$ cat config.mk
export PLATFORM = sky130hd
export DESIGN_NAME = sflash_cmd_front
export DESIGN_NICKNAME = d
export VERILOG_FILES = /design/src/rtl/sfc_pkg.sv /design/src/rtl/sfc_edge.sv /design/src/rtl/sfc_rx.sv /design/src/rtl/sfc_tx.sv /design/src/rtl/sfc_fetch.sv /design/src/rtl/sflash_cmd_front.sv
export SDC_FILE = /design/constraint.sdc
export NUM_CORES = 1
export LEC_CHECK = 0
export ABC_AREA = 1
export BUFFER_PORTS_ARGS = -buffer_cell sky130_fd_sc_hd__buf_2
export CAP_MARGIN = 20
export CELL_PAD_IN_SITES_DETAIL_PLACEMENT = 0
export CELL_PAD_IN_SITES_GLOBAL_PLACEMENT = 2
export CORE_AREA = 4 4 119 132
export DETAILED_ROUTE_END_ITERATION = 6
export DIE_AREA = 0 0 123 136
export PLACE_DENSITY = 0.84
export REMOVE_ABC_BUFFERS = 1
export SYNTH_ARGS = -nofsm -noshare
export SYNTH_HDL_FRONTEND = slang
export SYNTH_SLANG_ARGS = --single-unit
$ cat constraint.sdc
create_clock -name clk -period 3.2 [get_ports clk]
set_input_delay 0.48 -clock clk [delete_from_list [all_inputs] [get_ports clk]]
set_output_delay 0.48 -clock clk [all_outputs]
set_load 0.02 [all_outputs]
$ cat src/rtl/sfc_pkg.sv
package sfc_pkg;

  // command phase of the front-end
  typedef enum logic [2:0] {
    PH_OPC,
    PH_ADDR,
    PH_DUMMY,
    PH_IDDUM,
    PH_ARRAY,
    PH_IDENT,
    PH_STAT,
    PH_STBY
  } phase_e;

  // array fetch engine state
  typedef enum logic [1:0] {
    FT_IDLE,
    FT_REQ,
    FT_WAIT
  } fetch_e;

endpackage

$ cat src/rtl/sfc_edge.sv
module sfc_edge (
  input  logic clk,
  input  logic rst_n,
  input  logic sclk,
  output logic rise,
  output logic fall
);
  logic sclk_q;

  always_ff @(posedge clk or negedge rst_n) begin
    if (!rst_n) sclk_q <= 1'b0;
    else        sclk_q <= sclk;
  end

  assign rise = sclk & ~sclk_q;
  assign fall = ~sclk & sclk_q;
endmodule

$ cat src/rtl/sfc_rx.sv
module sfc_rx #(
  parameter int W = 8
) (
  input  logic         clk,
  input  logic         rst_n,
  input  logic         clear,
  input  logic         rise,
  input  logic         mosi,
  output logic         rx_valid,
  output logic [W-1:0] rx_byte
);
  localparam int CW = $clog2(W);
  localparam logic [CW-1:0] LAST = CW'(W - 1);

  logic [W-1:0]  sh_q;
  logic [CW-1:0] cnt_q;

  always_ff @(posedge clk or negedge rst_n) begin
    if (!rst_n) begin
      sh_q     <= '0;
      cnt_q    <= '0;
      rx_valid <= 1'b0;
      rx_byte  <= '0;
    end else begin
      rx_valid <= 1'b0;
      if (clear) begin
        sh_q  <= '0;
        cnt_q <= '0;
      end else if (rise) begin
        sh_q  <= {sh_q[W-2:0], mosi};
        cnt_q <= (cnt_q == LAST) ? '0 : cnt_q + 1'b1;
        if (cnt_q == LAST) begin
          rx_valid <= 1'b1;
          rx_byte  <= {sh_q[W-2:0], mosi};
        end
      end
    end
  end
endmodule

$ cat src/rtl/sfc_tx.sv
module sfc_tx #(
  parameter int W = 8
) (
  input  logic         clk,
  input  logic         rst_n,
  input  logic         clear,
  input  logic         en,
  input  logic         fall,
  input  logic [W-1:0] next_byte,
  output logic         miso,
  output logic         load
);
  localparam int CW = $clog2(W);
  localparam logic [CW-1:0] LAST = CW'(W - 1);

  logic [W-1:0]  sh_q;
  logic [CW-1:0] cnt_q;

  // a new byte is taken on the first falling edge of each byte slot
  assign load = en & fall & (cnt_q == '0);

  always_ff @(posedge clk or negedge rst_n) begin
    if (!rst_n) begin
      sh_q  <= '0;
      cnt_q <= '0;
      miso  <= 1'b0;
    end else if (clear) begin
      sh_q  <= '0;
      cnt_q <= '0;
      miso  <= 1'b0;
    end else if (!en) begin
      cnt_q <= '0;
    end else if (fall) begin
      cnt_q <= (cnt_q == LAST) ? '0 : cnt_q + 1'b1;
      if (cnt_q == '0) begin
        miso <= next_byte[W-1];
        sh_q <= {next_byte[W-2:0], 1'b0};
      end else begin
        miso <= sh_q[W-1];
        sh_q <= {sh_q[W-2:0], 1'b0};
      end
    end
  end
endmodule

$ cat src/rtl/sfc_fetch.sv
module sfc_fetch
  import sfc_pkg::*;
#(
  parameter int ARRAY_BYTES = 1 << 23,
  parameter int AW          = $clog2(ARRAY_BYTES)
) (
  input  logic          clk,
  input  logic          rst_n,
  input  logic          clear,
  input  logic          start,
  input  logic [AW-1:0] start_addr,
  input  logic          take,
  output logic [7:0]    buf_byte,
  output logic          mem_req_valid,
  input  logic          mem_req_ready,
  output logic [AW-1:0] mem_addr,
  input  logic          mem_rsp_valid,
  input  logic [7:0]    mem_rsp_data
);
  localparam logic [AW-1:0] LAST_ADDR = AW'(ARRAY_BYTES - 1);

  fetch_e        st_q;
  logic [AW-1:0] addr_q;
  logic          buf_vld_q, drop_q, active_q;

  assign mem_req_valid = (st_q == FT_REQ);
  assign mem_addr      = addr_q;

  always_ff @(posedge clk or negedge rst_n) begin
    if (!rst_n) begin
      st_q      <= FT_IDLE;
      addr_q    <= '0;
      buf_byte  <= '0;
      buf_vld_q <= 1'b0;
      drop_q    <= 1'b0;
      active_q  <= 1'b0;
    end else begin
      if (clear) begin
        active_q  <= 1'b0;
        buf_vld_q <= 1'b0;
      end else if (start) begin
        active_q  <= 1'b1;
        addr_q    <= start_addr;
        buf_vld_q <= 1'b0;
      end else if (take) begin
        buf_vld_q <= 1'b0;
      end

      unique case (st_q)
        FT_IDLE: if (active_q && !buf_vld_q && !clear && !start) st_q <= FT_REQ;
        FT_REQ: begin
          if (clear)              st_q <= FT_IDLE;
          else if (mem_req_ready) st_q <= FT_WAIT;
        end
        FT_WAIT: begin
          if (mem_rsp_valid) begin
            st_q   <= FT_IDLE;
            drop_q <= 1'b0;
            if (!drop_q && !clear) begin
              buf_byte  <= mem_rsp_data;
              buf_vld_q <= 1'b1;
              addr_q    <= (addr_q == LAST_ADDR) ? '0 : addr_q + 1'b1;
            end
          end else if (clear) begin
            drop_q <= 1'b1;
          end
        end
        default: st_q <= FT_IDLE;
      endcase
    end
  end
endmodule

$ cat src/rtl/sflash_cmd_front.sv
module sflash_cmd_front
  import sfc_pkg::*;
#(
  parameter int         ARRAY_BYTES = 1 << 23,
  parameter int         ADDR_BYTES  = 3,
  parameter int         DUMMY_BYTES = 4,
  parameter logic [7:0] OP_READ     = 8'hE8,
  parameter logic [7:0] OP_IDENT    = 8'h9F,
  parameter logic [7:0] OP_STATUS   = 8'hD7,
  parameter logic [7:0] MFR_CODE    = 8'hC2,
  parameter logic [7:0] DEV_CODE    = 8'h9C,
  localparam int        AW          = $clog2(ARRAY_BYTES)
) (
  input  logic          clk,
  input  logic          rst_n,
  input  logic          cs_n,
  input  logic          sclk,
  input  logic          mosi,
  output logic          miso,
  output logic          miso_oe,
  input  logic [7:0]    status_byte,
  output logic          mem_req_valid,
  input  logic          mem_req_ready,
  output logic [AW-1:0] mem_addr,
  input  logic          mem_rsp_valid,
  input  logic [7:0]    mem_rsp_data
);
  localparam int MAXB = (DUMMY_BYTES > ADDR_BYTES) ? DUMMY_BYTES : ADDR_BYTES;
  localparam int CNTW = $clog2(MAXB) + 1;
  localparam logic [CNTW-1:0] ADDR_LAST  = CNTW'(ADDR_BYTES - 1);
  localparam logic [CNTW-1:0] DUMMY_LAST = CNTW'(DUMMY_BYTES - 1);

  logic          rise, fall, rx_valid, load, data_mode, start, take, id_sel_q;
  logic [7:0]    rx_byte, buf_byte, next_byte;
  logic [AW-1:0] hdr_q, hdr_next;
  logic [CNTW-1:0] cnt_q;
  phase_e        ph_q;

  sfc_edge u_edge (.clk(clk), .rst_n(rst_n), .sclk(sclk), .rise(rise), .fall(fall));

  sfc_rx #(.W(8)) u_rx (
    .clk(clk), .rst_n(rst_n), .clear(cs_n), .rise(rise), .mosi(mosi),
    .rx_valid(rx_valid), .rx_byte(rx_byte)
  );

  assign hdr_next = {hdr_q[AW-9:0], rx_byte};

  always_ff @(posedge clk or negedge rst_n) begin
    if (!rst_n) begin
      ph_q     <= PH_OPC;
      cnt_q    <= '0;
      hdr_q    <= '0;
      id_sel_q <= 1'b0;
    end else if (cs_n) begin
      ph_q     <= PH_OPC;
      cnt_q    <= '0;
      id_sel_q <= 1'b0;
    end else begin
      if (load && ph_q == PH_IDENT) id_sel_q <= ~id_sel_q;
      if (rx_valid) begin
        unique case (ph_q)
          PH_OPC: begin
            cnt_q <= '0;
            if (rx_byte == OP_READ)        ph_q <= PH_ADDR;
            else if (rx_byte == OP_IDENT)  ph_q <= PH_IDDUM;
            else if (rx_byte == OP_STATUS) ph_q <= PH_STAT;
            else                           ph_q <= PH_STBY;
          end
          PH_ADDR: begin
            hdr_q <= hdr_next;
            if (cnt_q == ADDR_LAST) begin
              ph_q  <= PH_DUMMY;
              cnt_q <= '0;
            end else begin
              cnt_q <= cnt_q + 1'b1;
            end
          end
          PH_DUMMY: begin
            if (cnt_q == DUMMY_LAST) ph_q <= PH_ARRAY;
            else                     cnt_q <= cnt_q + 1'b1;
          end
          PH_IDDUM: ph_q <= PH_IDENT;
          default: ;
        endcase
      end
    end
  end

  assign start     = rx_valid & ~cs_n & (ph_q == PH_ADDR) & (cnt_q == ADDR_LAST);
  assign data_mode = (ph_q == PH_ARRAY) | (ph_q == PH_IDENT) | (ph_q == PH_STAT);
  assign take      = load & (ph_q == PH_ARRAY);
  assign miso_oe   = data_mode & ~cs_n;

  always_comb begin
    unique case (ph_q)
      PH_ARRAY: next_byte = buf_byte;
      PH_IDENT: next_byte = id_sel_q ? DEV_CODE : MFR_CODE;
      PH_STAT:  next_byte = status_byte;
      default:  next_byte = 8'h00;
    endcase
  end

  sfc_fetch #(.ARRAY_BYTES(ARRAY_BYTES), .AW(AW)) u_fetch (
    .clk(clk), .rst_n(rst_n), .clear(cs_n), .start(start), .start_addr(hdr_next),
    .take(take), .buf_byte(buf_byte),
    .mem_req_valid(mem_req_valid), .mem_req_ready(mem_req_ready), .mem_addr(mem_addr),
    .mem_rsp_valid(mem_rsp_valid), .mem_rsp_data(mem_rsp_data)
  );

  sfc_tx #(.W(8)) u_tx (
    .clk(clk), .rst_n(rst_n), .clear(cs_n), .en(data_mode), .fall(fall),
    .next_byte(next_byte), .miso(miso), .load(load)
  );
endmodule

==> metrics.cfg, run 1 <==
[run_status]
status = completed

[clock_tree]
clk-insertion-delay-late_ns = 0.34
clkTransAtPathRegs_ns = 0.06
htree_num_levels = 3
holdBufCountCts = 0
postCtsSetupBuffers = 0
cts_buffers = 9
clock_path_buffers = 2
cts_resized = 0
cts.sinks = 89
cts_root_buffer = clkbuf_16
cts_tree = built

[synthesis]
synth_area_mm2 = 0.00493
ys_types = 37
ys_ff_latch = 89
synth_area_leaders = dfrtp_1 45%, nand2_1 14%, inv_1 5.9%
synthArstFlopShare = 1.00
ys_warn_count = 0
post-synth-top-count-cell = nand2_1
syn-instance-count = 629
synth_common_cells = 180 x nand2_1, 89 x dfrtp_1, 78 x inv_1, 51 x nor2_1, 50 x o21ai_0
ys_seq_area_frac = 0.452
synth_top_area_frac = 0.452
synth_enable_flop_cells = 0
yosys.area.top_type = dfrtp_1
ys.flop_type = dfrtp_1
syn_area_per_cell_um2 = 7.84

[sta]
clock_skew_ns = 0.00611
finalSetupViolations = 0
finalCritPeriodShare = 0.589
min_period_ns = 1.89
worst_pin_slew_ns = 0.759
slew_headroom = 0.494
slew_viol_final = 0
tns_ns = 0
max_freq_mhz = 530
rsz0062_at_grt = false
hold_viol = 0

[cells_and_area]
seq_area_mm2 = 0.00223
antenna_cells = 0
fillers = 1467
fin_nets = 708
drive_gt1_frac = 0.160
area_growth_pct = 13.9
multi_input_area_mm2 = 0.00229

[die]
start_util = 0.344
placementRows = 46
pin_count = 49
die-area_mm2 = 0.0167
die_x_um = 123
coreArea_mm2 = 0.0143
die_h_um = 136

[global_route]
grt.total_usage = 0.161
grt-ovfl-total = 0
antenna_found_initial = 0
grt_max_degree = 54
grt_pass1_vias = 4194
grt_first_pass_wirelength_um = 21200

[route]
wl_um = 12500
via_per_inst = 4.73
first_pass_iters = 4
final_antenna_net_count = 0
vias = 4128
drt-initial-drc-count = 195
routedWlPerCell_um = 14.3
drc = 0

[worst_hold_path]
hold_path.class = in2async

[pwr]
total_power_mw = 2.70
ir_worst_vdd_uv = 181
leakagePower_nw = 2.75
p_per_area_mw_per_mm2 = 480

[critical_path]
required_ns = 3.47
worst_ep_arrival_time_ns = 2.16
start_kind = flip-flop
path_class = reg2reg
cp_max_fo = 41
end_kind = flip-flop

[placed_design]
dpl.hpwl_um = 9180
gp_congestion = 0.841
portBuffers = 48

[flow_run]
cap_violations = 0

registers in the layout, summed over array words and instances, names as in the netlist, 7 cells and up:
register / flops
u_fetch.mem_addr: 23
hdr_q: 15
u_fetch.buf_byte: 8
u_rx.rx_byte: 8
u_rx.sh_q: 7
u_tx.sh_q: 7
cells in the final DEF, fill, tap and decap left out, types with 4 or more instances in the layout:
cell type    n
nor2_4       8
a21oi_1     21
nand4_1      9
o21ai_1     13
nand2_1    180
nand2_2      5
ha_1         9
buf_2       47
o22ai_1      7
xor2_1       4
dfrtp_1     89
o21ai_0     50
nor2_2       7
nand3_1     36
mux2_2       6
nor2_1      51
clkbuf_16    9
nand3_2      9
inv_1       78
nor3_1       6
kinds of logic (layout without fill, tap and decap cells):
kind of cell	count (synthesis)	count (layout)	share of synthesized area
AND/OR/NAND/NOR	316	316	0.297
adder cells (fa/ha/maj)	9	9	0.0228
XOR/XNOR	7	7	0.0124
buffers and inverters	96	148	0.0832
AO/OA/AOI/OAI	105	105	0.117
multiplexers	7	7	0.0157
flip-flops	89	89	0.452
area by class of cell:
class	count	share of cell area
clock buffer	10	0.0408
clock inverter	6	0.00802
multi-input combinational	444	0.409
sequential	89	0.397
tap	192	0.0428
timing repair buffer	50	0.0481
inverter	82	0.0552
layer usage:
layer	vias to the layer above	track usage	share of wire
met1	1941	0.213	0.47
met5	-	0	0
met4	0	0.0572	0.019
met2	45	0.267	0.48
met3	20	0.0250	0.023
li1	2122	-	-
worst max-delay path, cell delays in order (launching register included):
cell     delay [ns]
dfrtp_1        0.45
inv_1          0.09
nand2_2        0.07
nor2_4         0.20
nand3_4        0.40
inv_2          0.29
nand2_1        0.06
o21ai_0        0.07
nor2_1         0.05
a21oi_1        0.12
worst paths after layout:
check	startpoint	to	slack [ns]	cells after the start
setup / recovery	ph_q[1]	u_fetch.mem_addr[17]	1.31	9
hold / removal	rst_n	hdr_q[11]	0.19	1
setup reg to reg	ph_q[1]	u_fetch.mem_addr[17]	1.31	9
hold reg to reg	hdr_q[6]	hdr_q[6]	0.48	2
max in group asynchronous	rst_n	u_rx.rx_byte[2]	2.36	2
min in group clk	sclk	u_edge.sclk_q	0.27	1
per-stage QoR:
step                cells  area (µm²)  hold WS (ns)   util  setup slack (ns)
finish                873        5620         0.194  0.392              1.31
global route          873        5620         0.256  0.392              1.05
CTS                   873        5620         0.219  0.392              1.30
detailed placement    857        5340         0.473  0.373              1.14
global placement      857        5340         0.466  0.373              1.15
floorplan             615        4830         0.184      -              1.38
power breakdown:
| part | leakage, nW | internal, mW | switching [mW] |
|---|---|---|---|
| Sequential | 1.14 | 1.20 | 0.100 |
| Combinational | 1.48 | 0.140 | 0.270 |
| Clock | 0.125 | 0.528 | 0.463 |
| Total | 2.75 | 1.86 | 0.834 |
(Power assumes the default switching activity.)
==> run 2, diff against run 1 <==
Clock period 3.2 ns to 1.93 ns, I/O delays scaled along.
==> run 2 against run 1 <==
- worst setup slack got worse by 1.1 ns
- non-clock buffer count increased by 12
- critical endpoint is now u_fetch.buf_vld_q
- global-route usage increased by 0.28 points
- power increased by 72%
- die area unchanged
==> metrics.cfg, run 2 (same netlist as run 1, synthesis figures left out) <==
[clock_tree]
clkTransAtPathRegs_ns = 0.07  ; about the same
cts_tree = built
clk-insertion-delay-late_ns = 0.34  ; about the same
cts_root_buffer = clkbuf_16
cts_buffers = 9  ; unchanged
clock_path_buffers = 2  ; unchanged
cts.sinks = 89  ; unchanged
htree_num_levels = 3  ; unchanged

[sta]
rsz0062_at_grt = false
max_freq_mhz = 586  ; +11%
finalSetupViolations = 0  ; unchanged
finalCritPeriodShare = 0.884  ; +0.294
tns_ns = 0  ; unchanged
slew_headroom = 0.657  ; +0.163
slew_viol_final = 0  ; unchanged
worst_pin_slew_ns = 0.513  ; -0.247 ns
clock_skew_ns = 0.00977  ; +0.00365 ns
min_period_ns = 1.71  ; -0.181 ns
hold_viol = 0  ; unchanged
setup_ws_ns = 0.225  ; -1.09 ns
holdWs_ns = 0.0875  ; -0.106 ns

[route]
wl_um = 13100  ; +4.6%
drc = 0  ; unchanged
via_per_inst = 4.83  ; +2.1%
first_pass_iters = 4  ; unchanged
vias = 4274  ; +3.5%
final_antenna_net_count = 0  ; unchanged
drt-initial-drc-count = 216  ; +11%
routedWlPerCell_um = 14.8  ; +3.1%

[placed_design]
gp_congestion = 0.827  ; -1.7%
dp_cells = 868  ; +1.3%
dpl.hpwl_um = 9800  ; +6.8%
place_ws_ns = 0.141  ; -0.995 ns
placed_area_mm2 = 0.00543  ; +1.5%
portBuffers = 48  ; unchanged

[die]
die_h_um = 136  ; unchanged
placementRows = 46  ; unchanged
die_x_um = 123  ; unchanged
coreArea_mm2 = 0.0143  ; unchanged
pin_count = 49  ; unchanged
start_util = 0.344  ; unchanged
die-area_mm2 = 0.0167  ; unchanged

[cells_and_area]
fillers = 1502  ; +2.4%
largest_reg_flops = 23  ; unchanged
area_growth_pct = 16.2
antenna_cells = 0  ; unchanged
drive_gt1_frac = 0.172  ; +0.0117
final_common_cell = nand2_1
layout_common_cells = 180 x nand2_1, 89 x dfrtp_1, 78 x inv_1, 51 x nor2_1, 50 x o21ai_0
final_cell_area_mm2 = 0.00573  ; +2.0%
instances_no_fill = 885  ; +1.4%
final_core_util = 0.400  ; +0.00786
fin_nets = 720  ; +1.7%

[critical_path]
required_ns = 2.15  ; -1.32 ns
cp_max_fo = 5  ; -88%
critPathMaxStageDelay_ns = 0.41  ; -0.04 ns
worst_ep_arrival_time_ns = 1.92  ; -0.24 ns
cp_common_cell = inv_1
end_kind = flip-flop
crit_path_cell_trace = inv_1 > ha_1 > inv_1 > nor2_2 > inv_1 > nor2_1 > nand2_1 > o211ai_1 > o21ai_0
critPathSlowestCell = dfrtp_1
path_class = reg2reg
start_kind = flip-flop

[pwr]
seqPwrFrac = 0.461  ; -0.020
swShare = 0.300  ; -0.00878
p_per_area_mw_per_mm2 = 808  ; +68%
clkPwrFrac = 0.382  ; +0.015
total_power_mw = 4.63  ; +72%
switching_power_mw = 1.39  ; +67%
ir_worst_vdd_uv = 318  ; +75%
power_frac_comb = 0.157  ; +0.005
leakagePower_nw = 2.82  ; +2.6%
internal_power_mw = 3.24  ; +74%

[run_status]
status = completed

[global_route]
antenna_found_initial = 0  ; unchanged
grt_max_degree = 41  ; -24%
grt_first_pass_wirelength_um = 21600  ; +1.8%
grt.total_usage = 0.164  ; +0.00282
grt-ovfl-total = 0  ; unchanged
grt_pass1_vias = 4202  ; +0.19%

[worst_hold_path]
hold_path.class = in2reg

[flow_run]
cap_violations = 0  ; unchanged

==> run 2: final timing paths <==
| path | startpoint | to | slack, ns | cells after the start |
|---|---|---|---|---|
| setup / recovery | u_tx.cnt_q[0] | u_fetch.buf_vld_q | 0.22 | 9 |
| hold / removal | sclk | u_edge.sclk_q | 0.09 | 1 |
| min in group asynchronous | rst_n | u_fetch.mem_addr[9] | 0.45 | 2 |
| setup reg to reg | u_tx.cnt_q[0] | u_fetch.buf_vld_q | 0.22 | 9 |
| hold reg to reg | u_rx.sh_q[4] | u_rx.rx_byte[5] | 0.48 | 2 |
| max in group asynchronous | rst_n | u_rx.rx_byte[3] | 0.88 | 3 |
==> run 2: layer usage <==
layer | part of all wire | vias to the layer above | routed length [µm] | global-route usage
met1 | 0.45 | 2036 | 5920 | 0.217
met3 | 0.033 | 12 | 429 | 0.0241
met2 | 0.50 | 66 | 6550 | 0.274
met5 | 0 | - | 0 | 0
li1 | - | 2160 | - | -
met4 | 0.014 | 0 | 185 | 0.0560
==> run 2: layout make-up <==
type | instances | area (µm²) | area share
clock buffer | 11 | 233 | 0.0406
inverter | 82 | 310 | 0.0542
multi-input combinational | 444 | 2300 | 0.401
timing repair buffer | 62 | 363 | 0.0633
sequential | 89 | 2230 | 0.389
clock inverter | 5 | 56.3 | 0.00983
tap | 192 | 240 | 0.0419
==> run 2: power by group through the flow <==
| stage | Combinational, mW | Clock [mW] | Sequential [mW] |
|---|---|---|---|
| after detailed placement | 0.736 | 0 | 2.17 |
| after CTS | 0.740 | 1.81 | 2.14 |
| after global placement | 0.729 | 0 | 2.17 |
| after global routing | 0.821 | 1.89 | 2.15 |
| final | 0.728 | 1.77 | 2.14 |
| after floorplan | 0.354 | 0 | 2.23 |
==> run 2: repair_timing <==
action | CTS | global route
hold buffers | 1 | 0
buffers inserted | 0 | 0
endpoints found under the setup margin | 0 | 2
endpoints found under the hold margin | 30 | 0
resized for setup | 0 | 1
==> run 2: critical path, delay by kind of cell (launching register included) <==
family                     cells  cell delay (ns)
buffers and inverters          3             0.24
adders and majority gates      1             0.14
and+or+nand+nor                3             0.44
DFF                            1             0.41
AOI/OAI and AO/OA              2             0.36
